===== config.mk =====
export PLATFORM = sky130hd
export DESIGN_NAME = sercmd_regfile
export DESIGN_NICKNAME = d
export VERILOG_FILES = /design/src/rtl/sercmd_pkg.sv /design/src/rtl/sercmd_chan_ctrl.sv /design/src/rtl/sercmd_chan_status.sv /design/src/rtl/sercmd_regfile.sv
export SDC_FILE = /design/constraint.sdc
export NUM_CORES = 1
export LEC_CHECK = 0
export BUFFER_PORTS_ARGS = -buffer_cell sky130_fd_sc_hd__buf_2
export CAP_MARGIN = 20
export CORE_UTILIZATION = 40
export CTS_BUF_LIST = sky130_fd_sc_hd__clkbuf_16
export DETAILED_ROUTE_END_ITERATION = 12
export PLACE_DENSITY_LB_ADDON = 0.15
export SLEW_MARGIN = 15
export SYNTH_ARGS = -nofsm -noshare
export SYNTH_HDL_FRONTEND = slang
export SYNTH_SLANG_ARGS = --single-unit

===== constraint.sdc =====
create_clock -name clk -period 3 [get_ports clk]
set_input_delay 0.9 -clock clk [delete_from_list [all_inputs] [get_ports clk]]
set_output_delay 0.9 -clock clk [all_outputs]
set_load 0.03 [all_outputs]

===== src/rtl/sercmd_pkg.sv =====
package sercmd_pkg;

    localparam int BYTE_W = 8;

    localparam logic [2:0] OFF_MODE = 3'd0;
    localparam logic [2:0] OFF_STAT = 3'd1;
    localparam logic [2:0] OFF_CMD  = 3'd2;
    localparam logic [2:0] OFF_HOLD = 3'd3;

    localparam logic [3:0] CMD_PTR_A   = 4'h1;
    localparam logic [3:0] CMD_RXRST   = 4'h2;
    localparam logic [3:0] CMD_TXRST   = 4'h3;
    localparam logic [3:0] CMD_ERRCLR  = 4'h4;
    localparam logic [3:0] CMD_BCHGCLR = 4'h5;
    localparam logic [3:0] CMD_BRKON   = 4'h6;
    localparam logic [3:0] CMD_BRKOFF  = 4'h7;
    localparam logic [3:0] CMD_PTR_OPT = 4'hB;

    typedef enum logic [1:0] {
        PTR_OPT = 2'd0,
        PTR_A   = 2'd1,
        PTR_B   = 2'd2
    } mode_ptr_e;

    typedef struct packed {
        mode_ptr_e          ptr;
        logic [BYTE_W-1:0]  opt;
        logic [BYTE_W-1:0]  fra;
        logic [BYTE_W-1:0]  frb;
        logic [BYTE_W-1:0]  csel;
        logic               rx_en;
        logic               tx_en;
        logic               brk;
        logic               rx_rst;
        logic               tx_rst;
        logic               bchg_clr;
        logic               push;
        logic [BYTE_W-1:0]  txd;
    } ctrl_state_t;

endpackage


===== src/rtl/sercmd_chan_ctrl.sv =====
module sercmd_chan_ctrl
    import sercmd_pkg::*;
(
    input  logic              clk,
    input  logic              rst_n,
    input  logic              mode_we,
    input  logic              mode_re,
    input  logic              csel_we,
    input  logic              cmd_we,
    input  logic              thr_we,
    input  logic [BYTE_W-1:0] wdata,
    output logic [BYTE_W-1:0] mode_rdata,
    output logic              clr_err,
    output logic              clr_brk,
    output logic              clr_all,
    output logic              rx_en_o,
    output logic              tx_en_o,
    output logic              rx_rst_o,
    output logic              tx_rst_o,
    output logic              bchg_clr_o,
    output logic              brk_o,
    output logic [1:0]        data_bits_o,
    output logic [2:0]        parity_o,
    output logic [3:0]        stop_o,
    output logic              fifo_ext_o,
    output logic              half_lvl_o,
    output logic [2:0]        baud_tbl_o,
    output logic [BYTE_W-1:0] csel_o,
    output logic              push_o,
    output logic [BYTE_W-1:0] txd_o
);

    ctrl_state_t s_d, s_q;
    logic [3:0]  cmd_field;

    assign cmd_field = wdata[7:4];

    always_comb begin
        s_d          = s_q;
        s_d.rx_rst   = 1'b0;
        s_d.tx_rst   = 1'b0;
        s_d.bchg_clr = 1'b0;
        s_d.push     = 1'b0;

        if (mode_we || mode_re) begin
            if (mode_we) begin
                case (s_q.ptr)
                    PTR_OPT: s_d.opt = wdata;
                    PTR_A:   s_d.fra = wdata;
                    default: s_d.frb = wdata;
                endcase
            end
            s_d.ptr = (s_q.ptr == PTR_OPT) ? PTR_A : PTR_B;
        end

        if (csel_we) begin
            s_d.csel = wdata;
        end

        if (thr_we) begin
            s_d.push = 1'b1;
            s_d.txd  = wdata;
        end

        if (cmd_we) begin
            if (wdata[1])      s_d.rx_en = 1'b0;
            else if (wdata[0]) s_d.rx_en = 1'b1;
            if (wdata[3])      s_d.tx_en = 1'b0;
            else if (wdata[2]) s_d.tx_en = 1'b1;

            case (cmd_field)
                CMD_PTR_A:   s_d.ptr      = PTR_A;
                CMD_PTR_OPT: s_d.ptr      = PTR_OPT;
                CMD_RXRST:   s_d.rx_rst   = 1'b1;
                CMD_TXRST:   s_d.tx_rst   = 1'b1;
                CMD_BCHGCLR: s_d.bchg_clr = 1'b1;
                CMD_BRKON:   s_d.brk      = 1'b1;
                CMD_BRKOFF:  s_d.brk      = 1'b0;
                default:     ;
            endcase
        end
    end

    always_ff @(posedge clk or negedge rst_n) begin
        if (!rst_n) begin
            s_q     <= '0;
            s_q.ptr <= PTR_A;
        end else begin
            s_q <= s_d;
        end
    end

    always_comb begin
        case (s_q.ptr)
            PTR_OPT: mode_rdata = s_q.opt;
            PTR_A:   mode_rdata = s_q.fra;
            default: mode_rdata = s_q.frb;
        endcase
    end

    assign clr_err = cmd_we && (cmd_field == CMD_ERRCLR);
    assign clr_brk = cmd_we && (cmd_field == CMD_BCHGCLR);
    assign clr_all = cmd_we && (cmd_field == CMD_RXRST);

    assign rx_en_o     = s_q.rx_en;
    assign tx_en_o     = s_q.tx_en;
    assign rx_rst_o    = s_q.rx_rst;
    assign tx_rst_o    = s_q.tx_rst;
    assign bchg_clr_o  = s_q.bchg_clr;
    assign brk_o       = s_q.brk;
    assign data_bits_o = s_q.fra[1:0];
    assign parity_o    = s_q.fra[4:2];
    assign stop_o      = s_q.frb[3:0];
    assign fifo_ext_o  = s_q.opt[3];
    assign half_lvl_o  = s_q.opt[4];
    assign baud_tbl_o  = s_q.opt[2:0];
    assign csel_o      = s_q.csel;
    assign push_o      = s_q.push;
    assign txd_o       = s_q.txd;

    // disable beats enable in the same write
    a_r2_rx_disable_wins: assert property (@(posedge clk) disable iff (!rst_n)
        (cmd_we && wdata[1]) |=> !rx_en_o);

    // pointer never takes the unused code
    a_r5_ptr_legal: assert property (@(posedge clk) disable iff (!rst_n)
        s_q.ptr != 2'b11);

    // a receiver reset strobe always follows a matching command write
    a_r3_rxrst_cause: assert property (@(posedge clk) disable iff (!rst_n)
        rx_rst_o |-> $past(cmd_we && (cmd_field == CMD_RXRST)));

    // break-on command raises the break output
    a_r4_break_on: assert property (@(posedge clk) disable iff (!rst_n)
        (cmd_we && (cmd_field == CMD_BRKON)) |=> brk_o);

endmodule


===== src/rtl/sercmd_chan_status.sv =====
module sercmd_chan_status (
    input  logic       clk,
    input  logic       rst_n,
    input  logic [3:0] ev,       // overrun, parity, framing, break
    input  logic       clr_err,
    input  logic       clr_brk,
    input  logic       clr_all,
    output logic [3:0] flags
);

    logic [3:0] flags_d, flags_q;

    always_comb begin
        flags_d = flags_q | ev;
        if (clr_err) flags_d[2:0] = 3'b000;
        if (clr_brk) flags_d[3]   = 1'b0;
        if (clr_all) flags_d      = 4'b0000;
    end

    always_ff @(posedge clk or negedge rst_n) begin
        if (!rst_n) flags_q <= '0;
        else        flags_q <= flags_d;
    end

    assign flags = flags_q;

    // error clear takes priority over a same-cycle event
    a_r9_err_clear: assert property (@(posedge clk) disable iff (!rst_n)
        $past(clr_err || clr_all) |-> (flags_q[2:0] == 3'b000));

endmodule


===== src/rtl/sercmd_regfile.sv =====
module sercmd_regfile
    import sercmd_pkg::*;
#(
    parameter int NCH    = 2,
    parameter int CH_W   = (NCH > 1) ? $clog2(NCH) : 1,
    parameter int ADDR_W = 3 + CH_W
) (
    input  logic                clk,
    input  logic                rst_n,
    input  logic [ADDR_W-1:0]   bus_addr,
    input  logic                bus_wr,
    input  logic                bus_rd,
    input  logic [BYTE_W-1:0]   bus_wdata,
    output logic [BYTE_W-1:0]   bus_rdata,
    input  logic [NCH-1:0]      st_rx_ready,
    input  logic [NCH-1:0]      st_fifo_full,
    input  logic [NCH-1:0]      st_tx_ready,
    input  logic [NCH-1:0]      st_tx_empty,
    input  logic [NCH-1:0]      ev_overrun,
    input  logic [NCH-1:0]      ev_parity,
    input  logic [NCH-1:0]      ev_framing,
    input  logic [NCH-1:0]      ev_break,
    input  logic [NCH*8-1:0]    rx_char,
    output logic [NCH-1:0]      rx_enable,
    output logic [NCH-1:0]      tx_enable,
    output logic [NCH-1:0]      rx_reset_stb,
    output logic [NCH-1:0]      tx_reset_stb,
    output logic [NCH-1:0]      brk_flag_clr_stb,
    output logic [NCH-1:0]      line_break,
    output logic [NCH*2-1:0]    data_bits,
    output logic [NCH*3-1:0]    parity_sel,
    output logic [NCH*4-1:0]    stop_sel,
    output logic [NCH-1:0]      fifo_ext_en,
    output logic [NCH-1:0]      tx_half_level,
    output logic [NCH*3-1:0]    baud_table,
    output logic [NCH*8-1:0]    clock_sel,
    output logic [NCH-1:0]      tx_push,
    output logic [NCH*8-1:0]    tx_char,
    output logic [NCH-1:0]      rx_pop
);

    logic [2:0]        off;
    logic [CH_W-1:0]   chan;
    logic [NCH-1:0]    hit;
    logic [BYTE_W-1:0] mode_rd [NCH];
    logic [BYTE_W-1:0] stat_rd [NCH];

    assign off  = bus_addr[2:0];
    assign chan = bus_addr[ADDR_W-1:3];

    for (genvar i = 0; i < NCH; i++) begin : g_ch
        logic       clr_err, clr_brk, clr_all;
        logic [3:0] flags;

        assign hit[i] = (chan == CH_W'(i));

        sercmd_chan_ctrl u_ctrl (
            .clk         (clk),
            .rst_n       (rst_n),
            .mode_we     (bus_wr && hit[i] && (off == OFF_MODE)),
            .mode_re     (bus_rd && hit[i] && (off == OFF_MODE)),
            .csel_we     (bus_wr && hit[i] && (off == OFF_STAT)),
            .cmd_we      (bus_wr && hit[i] && (off == OFF_CMD)),
            .thr_we      (bus_wr && hit[i] && (off == OFF_HOLD)),
            .wdata       (bus_wdata),
            .mode_rdata  (mode_rd[i]),
            .clr_err     (clr_err),
            .clr_brk     (clr_brk),
            .clr_all     (clr_all),
            .rx_en_o     (rx_enable[i]),
            .tx_en_o     (tx_enable[i]),
            .rx_rst_o    (rx_reset_stb[i]),
            .tx_rst_o    (tx_reset_stb[i]),
            .bchg_clr_o  (brk_flag_clr_stb[i]),
            .brk_o       (line_break[i]),
            .data_bits_o (data_bits[i*2 +: 2]),
            .parity_o    (parity_sel[i*3 +: 3]),
            .stop_o      (stop_sel[i*4 +: 4]),
            .fifo_ext_o  (fifo_ext_en[i]),
            .half_lvl_o  (tx_half_level[i]),
            .baud_tbl_o  (baud_table[i*3 +: 3]),
            .csel_o      (clock_sel[i*8 +: 8]),
            .push_o      (tx_push[i]),
            .txd_o       (tx_char[i*8 +: 8])
        );

        sercmd_chan_status u_stat (
            .clk     (clk),
            .rst_n   (rst_n),
            .ev      ({ev_break[i], ev_framing[i], ev_parity[i], ev_overrun[i]}),
            .clr_err (clr_err),
            .clr_brk (clr_brk),
            .clr_all (clr_all),
            .flags   (flags)
        );

        assign stat_rd[i] = {flags, st_tx_empty[i], st_tx_ready[i],
                             st_fifo_full[i], st_rx_ready[i]};
        assign rx_pop[i]  = bus_rd && hit[i] && (off == OFF_HOLD);
    end

    always_comb begin
        bus_rdata = '0;
        for (int i = 0; i < NCH; i++) begin
            if (hit[i]) begin
                case (off)
                    OFF_MODE: bus_rdata = mode_rd[i];
                    OFF_STAT: bus_rdata = stat_rd[i];
                    OFF_HOLD: bus_rdata = rx_char[i*8 +: 8];
                    default:  bus_rdata = '0;
                endcase
            end
        end
    end

    // at most one channel pops per read
    a_r11_pop_onehot: assert property (@(posedge clk) disable iff (!rst_n)
        $onehot0(rx_pop));

    // a strobe never fires on two channels from one write
    a_r12_rst_onehot: assert property (@(posedge clk) disable iff (!rst_n)
        $onehot0(rx_reset_stb) && $onehot0(tx_push));

endmodule


==> results.ini <==
[hold_path]
hp-class = reg -> reg

[sta]
timing.final.hold_violations = 0
fin_skew_ns = 0.00609
fin_crit_sh_pct = 98.9
final.setup.tns_ns = 0
finalMaxSlewViolations = 0
max_freq_ghz = 0.337
period_needed_ns = 2.97
finalSetupViolCount = 0
relSlewSlack_pct = 46.7
worst_slew_pin_slew_ns = 0.800
timing.final.ws_setup_ns = 0.0322

[synth]
synth_area_per_cell_sq_um = 11.1
ys_warn_count = 0
yosys.area.top_type = dfrtp_1
synthesis.nets = 554
syn-cell-area_sq_um = 5610
ys_types = 39
synth_top_area_share_pct = 46.4
synth_cells = 506
yosysSeqAreaShare_pct = 47.4
ys_ff_latch = 106
yosys-top-cells-area = dfrtp_1 (46%), mux2_2 (16%), buf_4 (10%)

[setup_path]
crit_cells = 5
critPathKind = reg -> out
crit_fanout = 10
cp_num_buf_inv = 1
max_stage_delay_ns = 0.74
required_ns = 2.10
crit_start = g_ch[1].u_ctrl.s_q[47]
r2r_slack_ns = 1.15
r2r_cells = 3
arrival_ns = 2.07
r2r-start = g_ch[1].u_ctrl.s_q[48]
r2r_end = g_ch[1].u_ctrl.half_lvl_o
cp-end-kind = output pin
crit_slowest_cell = dfstp_4
crit_end = bus_rdata[3]
crit_path_start_kind = flip-flop
crit_family = flip-flops
path_cells = mux2i_2 > o22ai_1 > a21oi_2 > o32ai_4 > buf_6

[floorplanning]
start_util_pct = 41.7
rows = 42
die_w_um = 120
die_h_um = 120
core_area_sq_um = 13500
pin_count = 132
die_area_sq_um = 14500

[grt]
grt_pass1_wl_um = 23000
antenna_found_initial = 0
grt_start_max_net_pins = 48
grt_pass1_vias = 3990
grtUsageTotal_pct = 21.5
grt_overflow_total = 0

[routing]
dr_wl_met2_um = 7290
wl_um = 15100
viasPerCell = 5.37
drc = 0
first_iter_violations = 206
drt_first_pass_iters = 5
post_drt_wl_per_cell_um = 20.0
ant_nets = 0
vias = 4058
drt-met1-wl_um = 6550
wl_met3_um = 955
maxUsedRoutingLayer = met4

[placed_design]
finalWeightedCongestion = 0.824
hpwlAfterDp_um = 11000
post-place-cells = 734
port_buffers = 131
dp_slack_ns = -0.0770

[clock_network]
cts_tree = done
clock-sinks = 106
clockRootBuffer = clkbuf_16
cts_hold_buf = 0
cts_buffer_depth = 2
cts.clk_slew.worst_paths_ns = 0.07
h-tree-depth = 3
cts_buffers = 9
insertion_delay_ns = 0.35

[final_layout]
area_growth_syn_to_layout_pct = 20.9
fill_cells = 1290
final_cell_count_no_fill = 755
fin_util_pct = 50.4
num-nets-final = 622
register_area_sq_um = 2660
multiInputGateArea_sq_um = 2520
drive_gt1_share_pct = 53.5

[pwr]
pwr_density_cell_nw_per_um2 = 802
ir_drop_mv = 0.494
p_leak_nw = 3.15

[outcome]
status = completed

[job]
drv_cap = 0

[logic make-up after synthesis]
kind of cell | count (synthesis) | share of synthesized area (%)
buffers and inverters | 111 | 12.6
multiplexers | 114 | 22.1
AO/OA/AOI/OAI | 84 | 9.46
XOR/XNOR | 1 | 0.156
flip-flops | 106 | 47.4
AND/OR/NAND/NOR | 90 | 8.28
[how the worst min path moves through the flow]
stage / from / to / slack [ns] / cells after the start
finish: g_ch[1].u_ctrl.txd_o[3] / g_ch[1].u_ctrl.txd_o[3] / 0.50 / 1
global route: g_ch[0].u_ctrl.csel_o[4] / g_ch[0].u_ctrl.csel_o[4] / 0.51 / 1
CTS: g_ch[0].u_ctrl.csel_o[4] / g_ch[0].u_ctrl.csel_o[4] / 0.50 / 1
detailed placement: g_ch[0].u_ctrl.csel_o[4] / g_ch[0].u_ctrl.csel_o[4] / 0.49 / 1
global placement: g_ch[1].u_ctrl.txd_o[2] / g_ch[1].u_ctrl.txd_o[2] / 0.49 / 1
floorplan: g_ch[1].u_stat.flags[2] / g_ch[1].u_stat.flags[2] / 0.47 / 1
[per-stage QoR]
step,hold WS (ns),total power [mW],area (sq um)
CTS,0.504,5.36,6610
finish,0.501,5.44,6780
global route,0.512,5.70,6770
detailed placement,0.488,4.07,6190
global placement,0.486,4.02,6190
floorplan,0.472,3.76,5730
[cells in the mapped netlist]
cell and n:
nand3_1 2, nor2b_1 3, mux2_2 80, o21a_1 6, nand3b_2 1, a22oi_1 2
a221o_1 3, buf_4 75, nor4_4 1, a2bb2oi_1 4, or2_2 2, nor3_1 6
buf_1 2, or3b_2 1, and3_1 1, o22ai_1 19, o211ai_1 2, buf_2 7
and4_1 1, clkbuf_1 27, o21ai_0 7, dfrtp_1 104, nor2_1 15, a21oi_1 32
nand2b_1 5, dfstp_2 2, nor4b_2 1, nor3b_1 2, nor4_1 2, or3_1 3
nand3b_1 2, nand2_1 37, mux2i_1 34, xnor2_1 1, nor2_2 3, and3b_1 1
nand4_1 1, o31ai_1 2, o32ai_1 7
[final cells by class]
class | count | area share, %
tap | 176 | 3.25
antenna | 1 | 0.0369
timing repair buffer | 168 | 16.0
clock buffer | 9 | 3.32
multi-input combinational | 289 | 37.2
sequential | 106 | 39.3
clock inverter | 6 | 0.886
[placed cells by master (no fill, tap or decap), drive strengths merged, types with 7 or more instances in the layout]
master  Yosys  routed
a21oi      32      32
buf        84     166
clkbuf     27      11
dfrtp     104     104
mux2       80      80
mux2i      34      34
nand2      37      37
nor2       18      18
o21ai       7       7
o22ai      19      19
o32ai       7       7
[repair_timing]
item | 4_1_cts | 5_1_grt
gates resized for setup | 34 | 24
gates cloned | 0 | 1
setup endpoints to repair | 8 | 8
buffers inserted | 0 | 4
pin swaps | 4 | 4
[report_power, final]
part	switching [mW]	internal (mW)	total, mW
registers	0.397	1.81	2.21
logic	1.20	0.886	2.08
clock network	0.509	0.639	1.15
total	2.10	3.33	5.44
[sequential cells by signal, indices dropped and copies added (netlist names), 4 cells and up]
name                     cells
g_ch.u_ctrl.parity_o         6
g_ch.u_ctrl.data_bits_o      4
g_ch.u_ctrl.stop_o           8
g_ch.u_ctrl.csel_o          16
g_ch.u_ctrl.baud_tbl_o       6
g_ch.u_ctrl.s_q             24
g_ch.u_stat.flags            8
g_ch.u_ctrl.txd_o           16
[metal layers]
metal / global-route usage [%] / up-vias
met1: 28.6 / 2060
li1: - / 1854
met3: 5.80 / 13
met2: 34.4 / 131
met5: 0 / -
met4: 6.40 / 0
(Power assumes the default switching activity.)
